===== src/rtl/rtf_pkg.sv =====
package rtf_pkg;

  typedef struct packed {
    logic full_n;
    logic empty_n;
    logic half_n;
  } rtf_flags_t;

  function automatic rtf_flags_t rtf_flags(input int unsigned occ, input int unsigned depth);
    rtf_flags_t f;
    f.full_n  = (occ != depth);
    f.empty_n = (occ != 0);
    f.half_n  = (occ < depth / 2);
    return f;
  endfunction

endpackage


===== src/rtl/rtf_strobe_sync.sv =====
module rtf_strobe_sync #(
  parameter int STAGES = 2
) (
  input  logic clk,
  input  logic rst_n,
  input  logic strobe_n,
  output logic level_n,
  output logic fall
);
  logic [STAGES-1:0] chain;
  logic              prev;

  genvar g;
  generate
    for (g = 0; g < STAGES; g++) begin : g_stage
      if (g == 0) begin : g_first
        always_ff @(posedge clk or negedge rst_n)
          if (!rst_n) chain[0] <= 1'b1;
          else        chain[0] <= strobe_n;
      end else begin : g_next
        always_ff @(posedge clk or negedge rst_n)
          if (!rst_n) chain[g] <= 1'b1;
          else        chain[g] <= chain[g-1];
      end
    end
  endgenerate

  always_ff @(posedge clk or negedge rst_n)
    if (!rst_n) prev <= 1'b1;
    else        prev <= chain[STAGES-1];

  assign level_n = chain[STAGES-1];
  assign fall    = prev & ~chain[STAGES-1];
endmodule


===== src/rtl/rtf_ctrl.sv =====
module rtf_ctrl #(
  parameter int DEPTH = 512,
  localparam int AW = $clog2(DEPTH),
  localparam int CW = $clog2(DEPTH + 1)
) (
  input  logic          clk,
  input  logic          rst_n,
  input  logic          wr_fall,
  input  logic          rd_fall,
  input  logic          rt_req,
  output logic          wr_en,
  output logic          rd_en,
  output logic [AW-1:0] wr_addr,
  output logic [AW-1:0] rd_addr,
  output logic [CW-1:0] occ
);
  assign wr_en = wr_fall && (occ != CW'(DEPTH));
  assign rd_en = rd_fall && (occ != '0);

  always_ff @(posedge clk or negedge rst_n) begin
    if (!rst_n) begin
      wr_addr <= '0;
      rd_addr <= '0;
      occ     <= '0;
    end else if (rt_req) begin
      rd_addr <= '0;
      occ     <= CW'(wr_addr);
    end else begin
      if (wr_en) wr_addr <= wr_addr + AW'(1);
      if (rd_en) rd_addr <= rd_addr + AW'(1);
      case ({wr_en, rd_en})
        2'b10:   occ <= occ + CW'(1);
        2'b01:   occ <= occ - CW'(1);
        default: occ <= occ;
      endcase
    end
  end
endmodule


===== src/rtl/rtf_store.sv =====
module rtf_store #(
  parameter int DEPTH = 512,
  parameter int WIDTH = 9,
  localparam int AW = $clog2(DEPTH)
) (
  input  logic             clk,
  input  logic             rst_n,
  input  logic             wr_en,
  input  logic [AW-1:0]    wr_addr,
  input  logic [WIDTH-1:0] wr_data,
  input  logic             rd_en,
  input  logic [AW-1:0]    rd_addr,
  output logic [WIDTH-1:0] rd_data
);
  logic [WIDTH-1:0] cells [DEPTH];

  always_ff @(posedge clk)
    if (wr_en) cells[wr_addr] <= wr_data;

  always_ff @(posedge clk or negedge rst_n)
    if (!rst_n)     rd_data <= '0;
    else if (rd_en) rd_data <= cells[rd_addr];
endmodule


===== src/rtl/rtf_fifo.sv =====
module rtf_fifo #(
  parameter int DEPTH = 512,
  parameter int WIDTH = 9
) (
  input  logic             clk,
  input  logic             rst_n,
  input  logic             wr_n,
  input  logic             rd_n,
  input  logic             rt_n,
  input  logic [WIDTH-1:0] din,
  output logic [WIDTH-1:0] dout,
  output logic             dout_oe,
  output logic             full_n,
  output logic             empty_n,
  output logic             half_n
);
  import rtf_pkg::*;
  localparam int AW = $clog2(DEPTH);
  localparam int CW = $clog2(DEPTH + 1);

  logic          wr_lvl_n, rd_lvl_n, rt_lvl_n;
  logic          wr_fall, rd_fall, rt_fall_unused;
  logic          rt_req, wr_en, rd_en;
  logic [AW-1:0] wr_addr, rd_addr;
  logic [CW-1:0] occ;
  rtf_flags_t    flags;

  rtf_strobe_sync u_wr_sync (.clk, .rst_n, .strobe_n(wr_n), .level_n(wr_lvl_n), .fall(wr_fall));
  rtf_strobe_sync u_rd_sync (.clk, .rst_n, .strobe_n(rd_n), .level_n(rd_lvl_n), .fall(rd_fall));
  rtf_strobe_sync u_rt_sync (.clk, .rst_n, .strobe_n(rt_n), .level_n(rt_lvl_n), .fall(rt_fall_unused));

  assign rt_req = !rt_lvl_n && wr_lvl_n && rd_lvl_n;

  rtf_ctrl #(.DEPTH(DEPTH)) u_ctrl (
    .clk, .rst_n, .wr_fall, .rd_fall, .rt_req,
    .wr_en, .rd_en, .wr_addr, .rd_addr, .occ
  );

  rtf_store #(.DEPTH(DEPTH), .WIDTH(WIDTH)) u_store (
    .clk, .rst_n, .wr_en, .wr_addr, .wr_data(din),
    .rd_en, .rd_addr, .rd_data(dout)
  );

  always_ff @(posedge clk or negedge rst_n)
    if (!rst_n) dout_oe <= 1'b0;
    else        dout_oe <= ~rd_lvl_n;

  assign flags   = rtf_flags(32'(occ), DEPTH);
  assign full_n  = flags.full_n;
  assign empty_n = flags.empty_n;
  assign half_n  = flags.half_n;
endmodule


===== config.mk =====
export PLATFORM = sky130hd
export DESIGN_NAME = rtf_fifo
export DESIGN_NICKNAME = d
export VERILOG_FILES = /design/src/rtl/rtf_pkg.sv /design/src/rtl/rtf_strobe_sync.sv /design/src/rtl/rtf_ctrl.sv /design/src/rtl/rtf_store.sv /design/src/rtl/rtf_fifo.sv
export SDC_FILE = /design/constraint.sdc
export NUM_CORES = 2
export LEC_CHECK = 0
export BUFFER_PORTS_ARGS = -buffer_cell sky130_fd_sc_hd__buf_2
export CAP_MARGIN = 10
export CORE_UTILIZATION = 35
export DETAILED_ROUTE_END_ITERATION = 7
export PLACE_DENSITY = 0.48
export SETUP_SLACK_MARGIN = 0.15
export SYNTH_ARGS = -nofsm -noshare
export SYNTH_HDL_FRONTEND = slang
export SYNTH_HIERARCHICAL = 1
export SYNTH_MEMORY_MAX_BITS = 65536
export SYNTH_SLANG_ARGS = --single-unit
export TNS_END_PERCENT = 20

===== constraint.sdc =====
create_clock -name clk -period 5.8 [get_ports clk]
set_input_delay 1.16 -clock clk [delete_from_list [all_inputs] [get_ports clk]]
set_output_delay 1.16 -clock clk [all_outputs]
set_load 0.02 [all_outputs]

==> out/metrics.cfg <==
[outcome]
run_status = complete, no violations

[power]
pwr-share-clk = 0.355
p_sw_frac = 0.290
internal_power_w = 0.0637
total_leakage_power_nw = 62.6
max-vdd-ir-drop_v = 0.000304
p_comb_frac = 0.226
seqPwrFrac = 0.419
power-per-cell-area_mw_per_mm2 = 436
switching_power_w = 0.0260
total_power_w = 0.0897

[timing]
timing.final.crit_share = 0.946
setup_viol = 0
slew_headroom = 0.0548
final.min_clock_period_ps = 5490
max_clock_freq_mhz = 182
finalClockSkew_ps = 49.2
timing_max_transition_violations_final = 0
finalHoldViolCount = 0
unrepaired_setup_endpoints_after_global_routing = false
setup_total_negative_slack_ps = 0
max_slew.worst_pin.slew_ps = 1410

[worst_setup_path]
worst-endpoint-arrival_ps = 6470
crit_fanout = 35
worst-r2r-setup-slack_ps = 310
worstSetupEndpointType = flop
kind_of_start_point_of_the_critical_path = flop
criticalPathCategory = reg -> reg
critPathBufInv = 1
data_required_time_at_the_worst_endpoint_ps = 6780
crit_path_top_delay_cell = sky130_fd_sc_hd__a2111oi_1
critPathMaxStageDelay_ps = 1200
timing.critical_path.cells = nand2_2 -> buf_4 -> o221ai_1 -> o22ai_1 -> a22oi_1 -> a21oi_1 -> a2111oi_1 -> a22o_1
critical_path.top_delay_family = compound AO/OA/AOI/OAI gates

[logic_synthesis]
synth.avg_cell_area_um2 = 21.5
syn-num-nets = 8432
syn-instance-count = 8407
synth_area_mm2 = 0.180
synth.yosys.warnings = 6

[place]
detailed_place.area_mm2 = 0.190
gp_congestion = 0.821
portBuffers = 26
dp_cells = 15000
detailedPlacementHpwl_um = 345000

[grt]
via_count_of_the_first_global_routing_pass = 91000
maximum_number_of_pins_on_one_net_before_global_route_repair = 145
grt_first_pass_wirelength_um = 766000
total_overflow_reported_by_the_global_router = 0
antenna_found_initial = 37
grtUsageTotal = 0.211

[cells_and_area]
finalInstanceArea_mm2 = 0.206
fillCellCount = 45300
nNetsFinal = 8788
finish.utilization = 0.401
fin_cells = 15900
layout-drive-gt1-share = 0.243
area_growth_pct = 14.1

[clocking]
cts.sink_count = 4654
cts_max_path_buffers = 4
clock_insertion_delay_worst_skew_ps = 1080
root_buffer = sky130_fd_sc_hd__clkbuf_16
htreeDepth = 6
cts-buffers-inserted = 520
clkSlewWorstSetupHoldPaths_ps = 60
tritoncts = built
cts_hold_repair.buffers = 0
cts.repair_timing.setup_buffer_count = 0
cts_resized = 0

[die]
initial_core_util = 0.351
die_h_um = 720
placement_rows = 263
die_area_mm2 = 0.518
die_w_um = 720
core_region_area_mm2 = 0.513
num_io_pins = 27

[drt]
drtPass1Iterations = 6
drt_iter0_drc = 11300
vias_per_cell = 5.69
drc = 0
drt-wirelength-per-cell_um = 35.0
via_count = 90700
final_antenna_net_count = 0
routed_wl_um = 558000

[run]
max-cap-violations = 0

[hold_path]
path_category_of_the_worst_min_delay_check = in -> async

[metrics by stage]
| step | hold slack [ps] | setup WS [ps] |
|---|---|---|
| 3_3_place_gp | 349 | 591 |
| 5_1_grt | 155 | 619 |
| 2_1_floorplan | 345 | 2660 |
| 4_1_cts | 128 | 495 |
| 3_5_place_dp | 349 | 542 |
| 6_report | 197 | 313 |
[layer usage]
layer | vias up | part of all wire | global-route usage
li1 | 36100 | - | -
met1 | 49900 | 0.42 | 0.297
met2 | 3878 | 0.47 | 0.334
met3 | 792 | 0.077 | 0.0405
met4 | 12 | 0.032 | 0.0636
met5 | - | 0.00016 | 0
[power groups by stage]
stage | combinational (W) | clock, W | sequential [W]
floorplan | 0.0132 | 0 | 0.0380
global placement | 0.0205 | 0 | 0.0383
detailed placement | 0.0205 | 0 | 0.0383
CTS | 0.0206 | 0.0324 | 0.0376
global route | 0.0212 | 0.0336 | 0.0376
finish | 0.0203 | 0.0318 | 0.0376
[registers in the layout, summed over array words and instances, names as in the netlist]
name and cells:
u_wr_sync/prev 1, u_store/rd_data 9, u_rd_sync/prev 1, u_ctrl/rd_addr 9
u_ctrl/wr_addr 9, u_rt_sync/chain 1, u_wr_sync/level_n 1, u_rd_sync/level_n 1
u_wr_sync/chain 1, dout_oe 1, u_store/cells 4608, u_rt_sync/level_n 1
u_rd_sync/chain 1, u_ctrl/occ 10
[placed cells by master (no fill, tap or decap), drive strengths merged, types with 26 or more instances in the layout]
master and n:
clkbuf 650, dfrtp 38, mux2i 303, inv 42, o22ai 157, a22oi 164, nor4 26, edfxtp 4608
bufinv 32, a211oi 28, nand3 56, o221ai 48, nor3 70, mux4 1069, nand2 166, a21oi 107
a31oi 32, o21ai 71, buf 340, clkinv 190, nor2b 32, nor2 592
[worst paths after layout]
path / startpoint / endpoint / depth (start not counted)
setup / recovery: u_ctrl/rd_addr[1] / u_store/rd_data[8] / 8
hold / removal: rst_n / u_ctrl/occ[9] / 1
setup reg to reg: u_ctrl/rd_addr[1] / u_store/rd_data[8] / 8
hold reg to reg: u_rd_sync/chain[0] / u_rd_sync/level_n / 0
max in group asynchronous: rst_n / u_ctrl/rd_addr[3] / 1
min in group clk: wr_n / u_wr_sync/chain[0] / 1
[final cells by class]
| cell class | count | area, µm² | share of cell area |
|---|---|---|---|
| Antenna cell | 14 | 35.0 | 0.000170 |
| Clock buffer | 650 | 13700 | 0.0667 |
| Clock inverter | 266 | 2500 | 0.0121 |
| Inverter | 11 | 51.3 | 0.000249 |
| Multi-Input combinational cell | 3236 | 38000 | 0.185 |
| Sequential cell | 4654 | 140000 | 0.678 |
| Tap cell | 6757 | 8450 | 0.0411 |
| Timing Repair Buffer | 340 | 3570 | 0.0173 |
Power figures use the tool's default switching activity.
